**config.mk**
```make
export PLATFORM = sky130hd
export DESIGN_NAME = spi_ss_ctrl
export DESIGN_NICKNAME = d
export VERILOG_FILES = /design/src/rtl/spi_ss_pkg.sv /design/src/rtl/spi_ss_seq.sv /design/src/rtl/spi_ss_shift.sv /design/src/rtl/spi_ss_pin.sv /design/src/rtl/spi_ss_ctrl.sv
export SDC_FILE = /design/constraint.sdc
export NUM_CORES = 1
export LEC_CHECK = 0
export ABC_CLOCK_PERIOD_IN_PS = 2700
export CELL_PAD_IN_SITES_DETAIL_PLACEMENT = 1
export CELL_PAD_IN_SITES_GLOBAL_PLACEMENT = 2
export CORE_ASPECT_RATIO = 0.75
export CORE_MARGIN = 1
export CORE_UTILIZATION = 32
export DETAILED_ROUTE_END_ITERATION = 16
export PLACE_DENSITY = 0.92
export SYNTH_ARGS = -nofsm -noshare
export SYNTH_HDL_FRONTEND = slang
export SYNTH_SLANG_ARGS = --single-unit
```
**constraint.sdc**
```tcl
create_clock -name clk -period 2.7 [get_ports clk]
set_clock_uncertainty 0.05 [all_clocks]
set_input_delay 0.54 -clock clk [delete_from_list [all_inputs] [get_ports clk]]
set_output_delay 0.54 -clock clk [all_outputs]
set_load 0.03 [all_outputs]
```
**src/rtl/spi_ss_pkg.sv**
```systemverilog
package spi_ss_pkg;

    // Select pin behaviour, encoded as {direction bit, output-enable bit}
    typedef enum logic [1:0] {
        SS_SEL_IN = 2'b00,
        SS_RSVD   = 2'b01,
        SS_GPO    = 2'b10,
        SS_AUTO   = 2'b11
    } ss_mode_e;

    typedef enum logic [1:0] {
        SQ_IDLE,
        SQ_XFER,
        SQ_TRAIL,
        SQ_GAP
    } seq_state_e;

    // Clock transition events: lead = away from idle level, trail = back to it
    typedef struct packed {
        logic lead;
        logic trail;
    } sck_ev_t;

    typedef struct packed {
        logic en;
        logic cpol;
        logic cpha;
        logic lsbf;
        logic ssoe;
        logic ddr;
        logic gpo;
    } mode_cfg_t;

    function automatic ss_mode_e pick_ss_mode(input logic master, input logic ddr,
                                              input logic ssoe);
        return master ? ss_mode_e'({ddr, ssoe}) : SS_SEL_IN;
    endfunction

endpackage

```
**src/rtl/spi_ss_seq.sv**
```systemverilog
module spi_ss_seq
    import spi_ss_pkg::*;
#(
    parameter int DATA_W = 8,
    parameter int DIV_W  = 8
) (
    input  logic             clk,
    input  logic             rst,
    input  logic             abort,
    input  logic             go,
    input  logic [DIV_W-1:0] div,
    output logic             ph,
    output sck_ev_t          ev,
    output logic             sel,
    output logic             idle
);
    localparam int N_EDGES   = 2 * DATA_W;
    localparam int EDGE_W    = $clog2(N_EDGES);
    localparam int LAST_EDGE = N_EDGES - 1;

    seq_state_e       st;
    logic [DIV_W-1:0] cnt;
    logic [EDGE_W-1:0] edges;
    logic             tick;

    assign tick = (cnt == div);

    always_ff @(posedge clk) begin
        if (rst || abort) begin
            st    <= SQ_IDLE;
            cnt   <= '0;
            ph    <= 1'b0;
            edges <= '0;
        end else begin
            if (st == SQ_IDLE || tick) cnt <= '0;
            else                       cnt <= cnt + 1'b1;
            case (st)
                SQ_IDLE: if (go) begin
                    st    <= SQ_XFER;
                    edges <= '0;
                end
                SQ_XFER: if (tick) begin
                    ph    <= ~ph;
                    edges <= edges + 1'b1;
                    if (edges == EDGE_W'(LAST_EDGE)) st <= SQ_TRAIL;
                end
                SQ_TRAIL: if (tick) st <= SQ_GAP;
                SQ_GAP:   if (tick) st <= SQ_IDLE;
                default:  st <= SQ_IDLE;
            endcase
        end
    end

    assign ev.lead  = (st == SQ_XFER) && tick && !ph;
    assign ev.trail = (st == SQ_XFER) && tick && ph;
    assign sel      = (st == SQ_XFER) || (st == SQ_TRAIL);
    assign idle     = (st == SQ_IDLE);


    sck_idle_chk: assert property (@(posedge clk) disable iff (rst)
        (st != SQ_XFER) |=> $stable(ph));

endmodule

```
**src/rtl/spi_ss_shift.sv**
```systemverilog
module spi_ss_shift
    import spi_ss_pkg::*;
#(
    parameter int DATA_W = 8
) (
    input  logic              clk,
    input  logic              rst,
    input  logic              load,
    input  logic [DATA_W-1:0] tx,
    input  logic              lsbf,
    input  logic              cpha,
    input  sck_ev_t           ev,
    input  logic              din,
    input  logic              hold,
    input  logic              clr_done,
    output logic              out_bit,
    output logic [DATA_W-1:0] rx,
    output logic              done
);
    localparam int CNT_W = $clog2(DATA_W);

    logic [DATA_W-1:0] sh, nxt, tx_rev, nxt_rev, tx_ord;
    logic [CNT_W-1:0]  bcnt;
    logic              sample, change;

    for (genvar i = 0; i < DATA_W; i++) begin : g_rev
        assign tx_rev[i]  = tx[DATA_W-1-i];
        assign nxt_rev[i] = nxt[DATA_W-1-i];
    end

    // Register always shifts toward the top; bit order is handled at load and unload
    assign tx_ord = lsbf ? tx_rev : tx;
    assign nxt    = {sh[DATA_W-2:0], din};
    assign sample = cpha ? ev.trail : ev.lead;
    assign change = cpha ? ev.lead  : ev.trail;

    always_ff @(posedge clk) begin
        if (rst) begin
            sh      <= '0;
            out_bit <= 1'b0;
            bcnt    <= '0;
            rx      <= '0;
            done    <= 1'b0;
        end else begin
            if (clr_done) done <= 1'b0;
            if (load) begin
                sh      <= tx_ord;
                out_bit <= tx_ord[DATA_W-1];
                bcnt    <= '0;
            end else if (hold) begin
                bcnt <= '0;
            end else begin
                if (sample) begin
                    sh   <= nxt;
                    bcnt <= bcnt + 1'b1;
                    if (bcnt == CNT_W'(DATA_W - 1)) begin
                        rx   <= lsbf ? nxt_rev : nxt;
                        done <= 1'b1;
                    end
                end
                if (change) out_bit <= sh[DATA_W-1];
            end
        end
    end


    done_src_chk: assert property (@(posedge clk) disable iff (rst)
        $rose(done) |-> $past(sample));


    rx_hold_chk: assert property (@(posedge clk) disable iff (rst)
        !sample |=> $stable(rx));

endmodule

```
**src/rtl/spi_ss_pin.sv**
```systemverilog
module spi_ss_pin
    import spi_ss_pkg::*;
(
    input  logic master,
    input  logic ddr,
    input  logic ssoe,
    input  logic gpo,
    input  logic sel,
    input  logic ss_i,
    output logic ss_o,
    output logic ss_oe,
    output logic fault
);
    ss_mode_e mode;

    assign mode = pick_ss_mode(master, ddr, ssoe);

    always_comb begin
        case (mode)
            SS_AUTO: begin ss_oe = 1'b1; ss_o = !sel; end
            SS_GPO:  begin ss_oe = 1'b1; ss_o = gpo;  end
            default: begin ss_oe = 1'b0; ss_o = 1'b1; end
        endcase
    end

    assign fault = master && (mode == SS_SEL_IN) && !ss_i;

endmodule

```
**src/rtl/spi_ss_ctrl.sv**
```systemverilog
module spi_ss_ctrl
    import spi_ss_pkg::*;
#(
    parameter int DATA_W = 8,
    parameter int DIV_W  = 8
) (
    input  logic              clk,
    input  logic              rst,
    input  logic              cfg_we,
    input  logic              cfg_en,
    input  logic              cfg_mstr,
    input  logic              cfg_cpol,
    input  logic              cfg_cpha,
    input  logic              cfg_lsbf,
    input  logic              cfg_ssoe,
    input  logic              cfg_ddr,
    input  logic              cfg_gpo,
    input  logic [DIV_W-1:0]  cfg_div,
    input  logic              tx_we,
    input  logic [DATA_W-1:0] tx_data,
    input  logic              stat_rd,
    output logic [DATA_W-1:0] rx_data,
    output logic              done,
    output logic              wcol,
    output logic              modf,
    output logic              mstr_on,
    output logic              sck_o,
    output logic              sck_oe,
    input  logic              sck_i,
    output logic              mosi_o,
    output logic              mosi_oe,
    input  logic              mosi_i,
    output logic              miso_o,
    output logic              miso_oe,
    input  logic              miso_i,
    output logic              ss_o,
    output logic              ss_oe,
    input  logic              ss_i
);
    mode_cfg_t        mcfg;
    logic [DIV_W-1:0] div_q;
    logic             mstr_q, modf_seen, sck_q;
    logic             mst, slv, slv_active, busy, load, go, abort, fault;
    logic             ph, sel, seq_idle, out_bit;
    sck_ev_t          m_ev, s_ev, ev;

    assign mst        = mcfg.en && mstr_q;
    assign slv        = mcfg.en && !mstr_q;
    assign slv_active = slv && !ss_i;

    assign s_ev.lead  = slv_active && ((sck_i ^ mcfg.cpol) && !(sck_q ^ mcfg.cpol));
    assign s_ev.trail = slv_active && (!(sck_i ^ mcfg.cpol) && (sck_q ^ mcfg.cpol));
    assign ev         = mst ? m_ev : s_ev;

    assign busy  = mst ? !seq_idle : slv_active;
    assign load  = tx_we && mcfg.en && !busy;
    assign go    = load && mst;
    assign abort = fault || !mst;

    always_ff @(posedge clk) begin
        if (rst) begin
            mcfg      <= '0;
            div_q     <= '0;
            mstr_q    <= 1'b0;
            modf      <= 1'b0;
            modf_seen <= 1'b0;
            wcol      <= 1'b0;
            sck_q     <= 1'b0;
        end else begin
            sck_q <= sck_i;
            if (cfg_we) begin
                mcfg   <= '{en: cfg_en, cpol: cfg_cpol, cpha: cfg_cpha, lsbf: cfg_lsbf,
                            ssoe: cfg_ssoe, ddr: cfg_ddr, gpo: cfg_gpo};
                div_q  <= cfg_div;
                mstr_q <= cfg_mstr;
                if (modf_seen) begin
                    modf      <= 1'b0;
                    modf_seen <= 1'b0;
                end
            end
            if (stat_rd) begin
                wcol <= 1'b0;
                if (modf) modf_seen <= 1'b1;
            end
            if (tx_we && busy) wcol <= 1'b1;
            if (fault) begin
                modf      <= 1'b1;
                mstr_q    <= 1'b0;
                modf_seen <= 1'b0;
            end
        end
    end

    spi_ss_seq #(.DATA_W(DATA_W), .DIV_W(DIV_W)) u_seq (
        .clk(clk), .rst(rst), .abort(abort), .go(go), .div(div_q),
        .ph(ph), .ev(m_ev), .sel(sel), .idle(seq_idle)
    );

    spi_ss_shift #(.DATA_W(DATA_W)) u_shift (
        .clk(clk), .rst(rst), .load(load), .tx(tx_data), .lsbf(mcfg.lsbf),
        .cpha(mcfg.cpha), .ev(ev), .din(mst ? miso_i : mosi_i),
        .hold(slv && ss_i), .clr_done(stat_rd),
        .out_bit(out_bit), .rx(rx_data), .done(done)
    );

    spi_ss_pin u_pin (
        .master(mst), .ddr(mcfg.ddr), .ssoe(mcfg.ssoe), .gpo(mcfg.gpo),
        .sel(sel), .ss_i(ss_i), .ss_o(ss_o), .ss_oe(ss_oe), .fault(fault)
    );

    assign mstr_on = mstr_q;
    assign sck_o   = mst ? (mcfg.cpol ^ ph) : mcfg.cpol;
    assign sck_oe  = mst;
    assign mosi_o  = out_bit;
    assign mosi_oe = mst;
    assign miso_o  = out_bit;
    assign miso_oe = slv_active;


    modf_release_chk: assert property (@(posedge clk) disable iff (rst)
        $rose(modf) |-> (!sck_oe && !mosi_oe && !mstr_on));


    modf_clear_chk: assert property (@(posedge clk) disable iff (rst)
        $fell(modf) |-> $past(cfg_we));


    wcol_src_chk: assert property (@(posedge clk) disable iff (rst)
        $rose(wcol) |-> $past(tx_we));

endmodule

```
---- Word-level counts from Yosys, hierarchy flattened ----
Cells that the tools add are included.
operators by class
  equality and inequality tests ........... 14
  reductions and logical operators ........ 49
  $add $sub $neg .......................... 3
  bitwise gates (word level) .............. 6
  mux-type cells .......................... 39
operators with widths
  operator               number
  $mux W8                5
  $mux W1                22
  $logic_and A1 B1 Y1    17
  $mux W2                7
  $reduce_bool A2 Y1     6
  $logic_not A1 Y1       9
  $add A8 B1 Y8 const B  1
  $eq A2 B2 Y1 const B   4
  $eq A8 B8 Y1           1
  $mux W4                2
  $ne A2 B1 Y1 const B   4
  $pmux W2 S4            1
  $pmux W4 S2            1
  $reduce_and A2 Y1      4
  $reduce_or A2 Y1       3
  $reduce_and A5 Y1      1
  $add A4 B1 Y4 const B  1
  $eq A4 B4 Y1 const B   1
  $logic_not A2 Y1       2
  $logic_or A1 B1 Y1     4
  $ne A2 B2 Y1 const B   2
  $reduce_and A4 Y1      1
  $add A3 B1 Y3 const B  1
  $eq A3 B3 Y1 const B   1
  6 further kinds        10
storage, ports and cells
  word-level logic and storage cells ...... 133
  register bits after elaboration ......... 56

---- Depth between registers and ports, before layout ----
Gate-level depths: netlist of run 1.
  word-level depth ........................ 9
  mapped depth ............................ 10

---- Modules after synthesis ----
A second synthesis of run 1 with hierarchy kept.
unflattened totals
  cells, all modules ...................... 308
  area total of the unflattened synthesis .. 2962.8 µm²
modules (own cells, without submodules)
  module        cells an instance  area each (µm²)  instances
  spi_ss_shift  118                1187.4           1
  spi_ss_ctrl   86                 868.3            1
  spi_ss_seq    99                 864.6            1
  spi_ss_pin    5                  42.5             1

---- Worst setup path after synthesis of run 1 ----
OpenSTA, ideal clock, no wires.
  path kind ............................... reg-to-reg
  start point ............................. register mstr_q, in the netlist mstr_on
  end point ............................... register u_shift.rx[4]
  data required time ...................... 2.571 ns
  data arrival time ....................... 2.141 ns
  cell stages (with the launch flop) ...... 10
  path slack .............................. 0.430 ns
  cell sequence ........................... dfxtp_1 > buf_4 > nor3b_2 > o21ai_1 > o41ai_4 > o221a_1 > buf_4 > buf_8 > nor2_2 > a211oi_2
between the ends
  cells in the longest elaborated chain, start to end .. 8
  elaborated cells on any way between the ends .. 15
RTL lines
  item                                  RTL line            source
  from (decl)                           spi_ss_ctrl.sv:42   logic mstr_q, modf_seen, sck_q;
  from (signal assigned)                spi_ss_ctrl.sv:75   mstr_q <= cfg_mstr;
  $logic_not A1 Y1 *                    spi_ss_ctrl.sv:48   assign slv = mcfg.en && !mstr_q;
  $logic_and A1 B1 Y1 *                 spi_ss_ctrl.sv:48
  $logic_and A1 B1 Y1 *                 spi_ss_ctrl.sv:49   assign slv_active = slv && !ss_i;
  net miso_oe                           spi_ss_ctrl.sv:34   output logic miso_oe,
  $mux W1                               spi_ss_ctrl.sv:55   assign busy = mst ? !seq_idle : slv_active;
  $logic_not A1 Y1                      spi_ss_ctrl.sv:56   assign load = tx_we && mcfg.en && !busy;
  $logic_and A1 B1 Y1                   spi_ss_ctrl.sv:56
  $not A1 Y1 (no source line)           --
  $reduce_and A4 Y1 (no source line) *  --
  to (signal assigned)                  spi_ss_shift.sv:57  rx <= lsbf ? nxt_rev : nxt;
  to (decl)                             spi_ss_shift.sv:17  output logic [DATA_W-1:0] rx,
The timed path passes the listed nets; every way through them passes the cells marked *.
A chain may end at the register's enable or synchronous reset.

---- Worst setup path after layout of run 1 ----
  start point ............................. register mstr_q, in the netlist mstr_on
  end point ............................... output sck_o
between the ends
  cells in the longest elaborated chain, start to end .. 2
RTL lines
  item                 RTL line            source
  $logic_and A1 B1 Y1  spi_ss_ctrl.sv:47   assign mst = mcfg.en && mstr_q;
  $mux W1              spi_ss_ctrl.sv:112  assign sck_o = mst ? (mcfg.cpol ^ ph) : mcfg.cpol;
  to (decl)            spi_ss_ctrl.sv:27   output logic sck_o,
No other way between the ends.

==> qor.yml, run 1 <==
synth:
  synth_fp_nets: 347
  synth_flop_cell: "dfxtp_1"
  avgSynthCellArea_um2: 9.33
  synth_edf_count: 0
  synth_compound_area_share_pct: 14.9
  ys_ff_latch: 56
  yosysUniqueCellTypes: 45
  synth_seq_area_share_pct: 39.3
  synth.area.mux_share_pct: 12.6
  synth-simple-area-share_pct: 18.9
  synth_area_mm2: 0.00286
  yosys_warnings: 0
  async_flop_share_pct: 0
  synthAdderAreaFrac_pct: 3.51
  synthCells: 306
  synth_top_family_by_area: "simple AND/OR/NAND/NOR gates"
  synth_xor_xnor_area_share_pct: 5.52
grt:
  grt_max_degree: 41
  grt_overflow: 0
  antenna_found_initial: 0
  grtUsageTotal_pct: 17.0
  grt_pass1_vias: 2452
  grt_pass1_wl_mm: 12.4
critical_path:
  cp.depth: 3
  cp_cell_sequence: "nand3_1 -> xnor2_1 -> clkdlybuf4s50_1"
  regToRegSetupSlack_ns: 0.36
  regToRegStartpoint: "u_seq.st[1]"
  critical_path.startpoint: "mstr_on"
  worstSetupEndpointType: "output pin"
  path_class: "register to output pin"
  worst-path-buf-inv: 1
  cp_data_required_time_ns: 2.11
  cp_max_fo: 8
  slowest_delay_ns: 0.69
  slowest_stage: "clkdlybuf4s50_1"
  crit_family: "buffers and inverters"
  reg2regPathDepth: 9
  start_kind: "register"
  worstReg2RegEnd: "u_shift.rx[0]"
  cp.arrival_ns: 1.88
cts:
  clk_latency_ns: 0.30
  cts.sinks: 56
  clockBufferDepth: 2
  cts_inserted_buffers: 5
  post-cts-setup-buffers: 0
  cts_root_buf: "clkbuf_16"
  clk_pin_slew_ns: 0.07
  h-tree-depth: 2
  cts_tree: "done"
sta:
  rsz0062_at_grt: "false"
  fin_hold_ws_ns: 0.444
  tightest_slew_ns: 0.567
  setup_violations: 0
  fin_crit_sh_pct: 91.5
  fmax_mhz: 405
  final_max_slew_viol_count: 0
  slew_headroom_pct: 61.9
  finalHoldViolations: 0
  min_period_ns: 2.47
  setup_slack_ns: 0.229
  setup_tns_ns: 0
layout:
  antenna_cells: 0
  fin_cells: 466
  final_common_cell: "dfxtp_1"
  final_cell_mix: "dfxtp_1 (56), clkdlybuf4s50_1 (50), nor2_1 (42)"
  syn_to_final_growth_pct: 28.0
  fin_util_pct: 42.7
  nets: 398
  drive_above_1_share_pct: 8.66
floorplan:
  die_y_um: 83.8
  rows: 29
  ioPinCount: 53
  die_area_mm2: 0.00931
  initial_core_util_pct: 33.3
  dieWidth_um: 111
  core_area_mm2: 0.00856
power_and_ir_drop:
  power_density_mw_per_mm2: 505
  pwr-share-clk_pct: 40.5
  p_seq_share_pct: 47.5
  vdd_drop_max_uv: 255
  internal-power_w: 0.00140
  combinationalPowerShare_pct: 12.0
  switching_share_pct: 23.9
  leakagePower_nw: 1.33
  switchingPower_w: 0.000441
hold_path:
  hp-class: "register to register"
  hold_path_end: "u_seq.cnt[0]"
  min_delay_path_depth: 1
  min_from: "u_seq.cnt[0]"
placement:
  portBuffers: 52
  place_ws_ns: 0.149
  dp_cells: 458
  gp_congestion: 0.784
  dp_hpwl_mm: 5.78
drt:
  drt-initial-drc-count: 54
  avgViaCountPerCell: 5.09
  drt_pre_antenna_iters: 10
  drc: 4
  vias: 2373
  wl_mm: 7.47
  wl_per_cell_um: 16.0
  ant_nets: 0
run_status:
  violations: "design-rule violations"
  status: "finished with violations"
flow_run:
  maxCapViolCount: 0
==> worst register-to-register path, stage by stage (launching register included) <==
cell and delay, ns:
dfxtp_1 0.34, inv_1 0.09, ha_1 0.25, inv_1 0.12, or3_1 0.40, nor4_4 0.24
o221a_1 0.31, buf_12 0.16, mux2i_1 0.22, nor2_1 0.06
==> metal layers <==
metal / track usage, % / part of all wire, % / up-vias
met2: 27.1 / 46 / 43
met1: 23.3 / 50 / 1149
met3: 3.92 / 3.2 / 4
li1: - / - / 1177
met4: 3.93 / 0.59 / 0
met5: 0 / 0 / -
==> timing repair <==
item | in CTS | in global routing
hold buffers | 0 | 0
resized for setup | 0 | 1
endpoints found under the setup margin | 0 | 1
==> cell usage after synthesis (all sizes together), types with 2 or more instances <==
| library cell | instances | share of area, % |
|---|---|---|
| and3 | 5 | 1.1 |
| a21oi | 7 | 1.2 |
| o21ai | 10 | 1.8 |
| nand2b | 2 | 0.44 |
| ha | 8 | 3.5 |
| mux2i | 36 | 13 |
| clkbuf | 11 | 1.4 |
| nand4 | 2 | 0.66 |
| inv | 11 | 1.4 |
| nor2b | 11 | 2.4 |
| or3 | 4 | 0.88 |
| a211oi | 25 | 7.1 |
| nor2 | 45 | 6.2 |
| and2 | 3 | 0.66 |
| o41ai | 2 | 1.3 |
| nor3 | 6 | 1.2 |
| nor3b | 3 | 0.96 |
| nand3 | 8 | 1.4 |
| dfxtp | 56 | 39 |
| a22oi | 2 | 0.53 |
| xor2 | 5 | 1.5 |
| o22a | 2 | 0.92 |
| nand2 | 12 | 1.7 |
| o211ai | 3 | 0.79 |
| xnor2 | 13 | 4.0 |
| buf | 7 | 2.4 |
| and3b | 2 | 0.61 |
==> cell families after synthesis <==
kind of cell	Yosys count
DFF	56
adders and majority gates	8
AOI/OAI and AO/OA	55
xor gates and xnor gates	18
buffers and inverters	29
and+or+nand+nor	104
muxes	36
==> power groups by stage <==
stage | Clock [W] | Combinational, W | Sequential, W
after floorplan | 0 | 0.000133 | 0.000889
after global routing | 0.000800 | 0.000241 | 0.000879
after detailed placement | 0 | 0.000222 | 0.000895
after CTS | 0.000767 | 0.000224 | 0.000876
final | 0.000747 | 0.000222 | 0.000876
after global placement | 0 | 0.000216 | 0.000894
==> cell type report <==
type / instances / area (um2)
repair buffers: 62 / 608
inverters: 11 / 41.3
clock buffers: 6 / 129
clock inverters: 2 / 38.8
multi-input cells: 221 / 1580
fillers: 1010 / 4910
well taps: 108 / 135
flip-flops and latches: 56 / 1120
==> worst max-delay path by stage <==
stage,to
finish,sck_o
global route,sck_o
CTS,ss_o
detailed placement,u_shift.rx[0]
global placement,u_shift.sh[2]
floorplan,u_shift.rx[4]
==> metrics by stage <==
stage	total power (W)	cell area [um2]
6_report	0.00185	3660
4_1_cts	0.00187	3650
3_3_place_gp	0.00111	3490
5_1_grt	0.00192	3660
2_1_floorplan	0.00102	2860
3_5_place_dp	0.00112	3490
==> sequential cells by signal, summed over array words and instances (netlist names) <==
name             cells
wcol                 1
modf                 1
u_shift.bcnt         3
div_q                8
u_shift.sh           8
u_shift.rx           8
u_seq.st             2
u_shift.out_bit      1
mcfg                 7
modf_seen            1
u_seq.ph             1
sck_q                1
u_seq.edges          4
mstr_on              1
u_seq.cnt            8
u_shift.done         1
Note: power is estimated with default switching activity, not from simulation.
==> run 2: changes to the inputs <==
Settings changed: RECOVER_POWER from default to 25.
==> run 2 against run 1 <==
Routed wire length is 0.40% lower. The flow still finishes with violations (design-rule violations). Clock power hardly changed. Register-to-register slack worse by 0.02 ns. Count of clock-buffer cells in the layout stayed put. Via count is 0.13% lower. Final cell count stayed put. Fmax hardly changed. Critical path depth stayed put. Largest power group unchanged. Die area stayed put. Sequential share of layout area is 0.063 points higher. Critical endpoint unchanged. Flip-flop and latch count stayed put. Worst hold slack stayed put.
==> qor.yml, run 2 (synthesis results as in run 1) <==
run_status:
  status: "finished with violations"  # unchanged
  violations: "design-rule violations"  # unchanged
floorplan:
  die_area_mm2: 0.00931  # unchanged
  core_area_mm2: 0.00856  # unchanged
  dieWidth_um: 111  # unchanged
  rows: 29  # unchanged
  ioPinCount: 53  # unchanged
  die_y_um: 83.8  # unchanged
  initial_core_util_pct: 33.3  # unchanged
layout:
  nets: 398  # unchanged
  fin_cells: 466  # unchanged
  drive_above_1_share_pct: 8.38  # was 8.66%
  final_common_cell: "dfxtp_1"  # unchanged
  antenna_cells: 0  # unchanged
  final_cell_mix: "dfxtp_1 (56), clkdlybuf4s50_1 (49), nor2_1 (42)"  # was dfxtp_1 (56), clkdlybuf4s50_1 (50), nor2_1 (42)
  syn_to_final_growth_pct: 27.8  # was 28.0%
  fill_cells: 1010  # unchanged
critical_path:
  path_class: "register to output pin"  # unchanged
  slowest_delay_ns: 0.69  # about the same
  cp_data_required_time_ns: 2.11  # about the same
  slowest_stage: "clkdlybuf4s50_1"  # unchanged
  cp_max_fo: 8  # unchanged
  regToRegSetupSlack_ns: 0.34  # was 0.36 ns
  cp.arrival_ns: 1.88  # about the same
  critical_path.startpoint: "mstr_on"  # unchanged
  start_kind: "register"  # unchanged
  worstReg2RegEnd: "u_shift.rx[0]"  # unchanged
  cp_cell_sequence: "nand3_1 -> xnor2_1 -> clkdlybuf4s50_1"  # unchanged
  regToRegStartpoint: "u_seq.st[1]"  # unchanged
  worstSetupEndpointType: "output pin"  # unchanged
  reg2regPathDepth: 9  # unchanged
power_and_ir_drop:
  vdd_drop_max_uv: 256  # was 255 uV
  leakagePower_nw: 1.33  # about the same
  internal-power_w: 0.00140  # about the same
  p_seq_share_pct: 47.6  # was 47.5%
  combinationalPowerShare_pct: 12.0  # about the same
  power_density_mw_per_mm2: 505  # about the same
  pwr-share-clk_pct: 40.5  # about the same
  switchingPower_w: 0.000439  # was 0.000441 W
  switching_share_pct: 23.8  # was 23.9%
hold_path:
  min_delay_path_depth: 1  # unchanged
  hp-class: "register to register"  # unchanged
  hold_path_end: "u_seq.cnt[0]"  # unchanged
  min_from: "u_seq.cnt[0]"  # unchanged
cts:
  clk_latency_ns: 0.30  # about the same
  cts.sinks: 56  # unchanged
  postCtsHoldBufs: 0  # unchanged
  clockBufferDepth: 2  # unchanged
  cts_root_buf: "clkbuf_16"  # unchanged
  cts_inserted_buffers: 5  # unchanged
  h-tree-depth: 2  # unchanged
  cts_tree: "done"  # unchanged
  clk_pin_slew_ns: 0.07  # about the same
sta:
  rsz0062_at_grt: "false"  # unchanged
  setup_tns_ns: 0  # unchanged
  fin_hold_ws_ns: 0.444  # unchanged
  finalHoldViolations: 0  # unchanged
  fin_crit_sh_pct: 91.6  # was 91.5%
  min_period_ns: 2.47  # about the same
  fmax_mhz: 404  # was 405 MHz
  slew_headroom_pct: 42.9  # was 61.9%
  final_max_slew_viol_count: 0  # unchanged
  setup_violations: 0  # unchanged
  tightest_slew_ns: 0.856  # was 0.567 ns
drt:
  drc: 4  # unchanged
  wl_mm: 7.44  # was 7.47 mm
  vias: 2370  # was 2373
  avgViaCountPerCell: 5.09  # about the same
  drt_pre_antenna_iters: 10  # unchanged
  ant_nets: 0  # unchanged
  wl_per_cell_um: 16.0  # about the same
  drt-initial-drc-count: 71  # was 54
placement:
  dp_hpwl_mm: 5.78  # unchanged
  dp_cells: 458  # unchanged
  portBuffers: 52  # unchanged
  gp_congestion: 0.784  # unchanged
grt:
  antenna_found_initial: 0  # unchanged
  grt_overflow: 0  # unchanged
  grt_max_degree: 41  # unchanged
  grt_pass1_vias: 2452  # unchanged
  grt_pass1_wl_mm: 12.4  # unchanged
  grtUsageTotal_pct: 17.0  # unchanged
flow_run:
  maxCapViolCount: 0  # unchanged
==> run 2: how the worst max path moves through the flow <==
stage	to	slack [ns]
after detailed placement	u_shift.rx[0]	0.15
after global routing	sck_o	0.13
after CTS	ss_o	0.07
after global placement	u_shift.sh[2]	0.24
final	sck_o	0.23
after floorplan	u_shift.rx[4]	0.43
==> run 2: metal layers <==
layer,global-route usage (%),share of wire [%]
met5,0,0
met4,3.93,0.94
met3,3.92,3.2
met2,27.1,46
met1,23.3,50
==> run 2: critical path: cells and delay by family, from the launching register on <==
family,cells,cell delay (ns)
XOR/XNOR,1,0.19
buffers and inverters,1,0.69
flip-flops,1,0.48
AND/OR/NAND/NOR,1,0.23
==> run 2: per-stage QoR <==
| step | area [um2] | utilization (%) | power (W) | worst slack [ns] |
|---|---|---|---|---|
| after global placement | 3490 | 40.7 | 0.00111 | 0.240 |
| after CTS | 3650 | 42.7 | 0.00187 | 0.0746 |
| final | 3650 | 42.6 | 0.00184 | 0.228 |
| after global routing | 3650 | 42.6 | 0.00192 | 0.126 |
| after detailed placement | 3490 | 40.7 | 0.00112 | 0.149 |
| after floorplan | 2860 | - | 0.00102 | 0.430 |
==> run 2: power by group through the flow <==
stage	sequential (W)	combinational, W	clock [W]
floorplan	0.000889	0.000133	0
global placement	0.000894	0.000216	0
detailed placement	0.000895	0.000222	0
CTS	0.000876	0.000224	0.000767
global route	0.000879	0.000239	0.000800
finish	0.000876	0.000221	0.000746
==> run 2: layout make-up <==
| class | instances | area (um2) | area share [%] |
|---|---|---|---|
| Multi-Input combinational cell | 221 | 1580 | 43.2 |
| Inverter | 11 | 41.3 | 1.13 |
| Timing Repair Buffer | 62 | 606 | 16.6 |
| Clock buffer | 6 | 129 | 3.53 |
| Tap cell | 108 | 135 | 3.70 |
| Sequential cell | 56 | 1120 | 30.7 |
| Clock inverter | 2 | 38.8 | 1.06 |
==> run 2: what timing repair did <==
action,in CTS,in global routing
endpoints found under the hold margin,0,0
setup endpoints to repair,0,1
buffers inserted,0,0
resized for setup,0,1
==> run 3: changes to the inputs <==
Settings changed: TNS_END_PERCENT from default to 30.
==> results of run 3 <==
The final DEF is identical to that of run 2; final timing and power are the same.
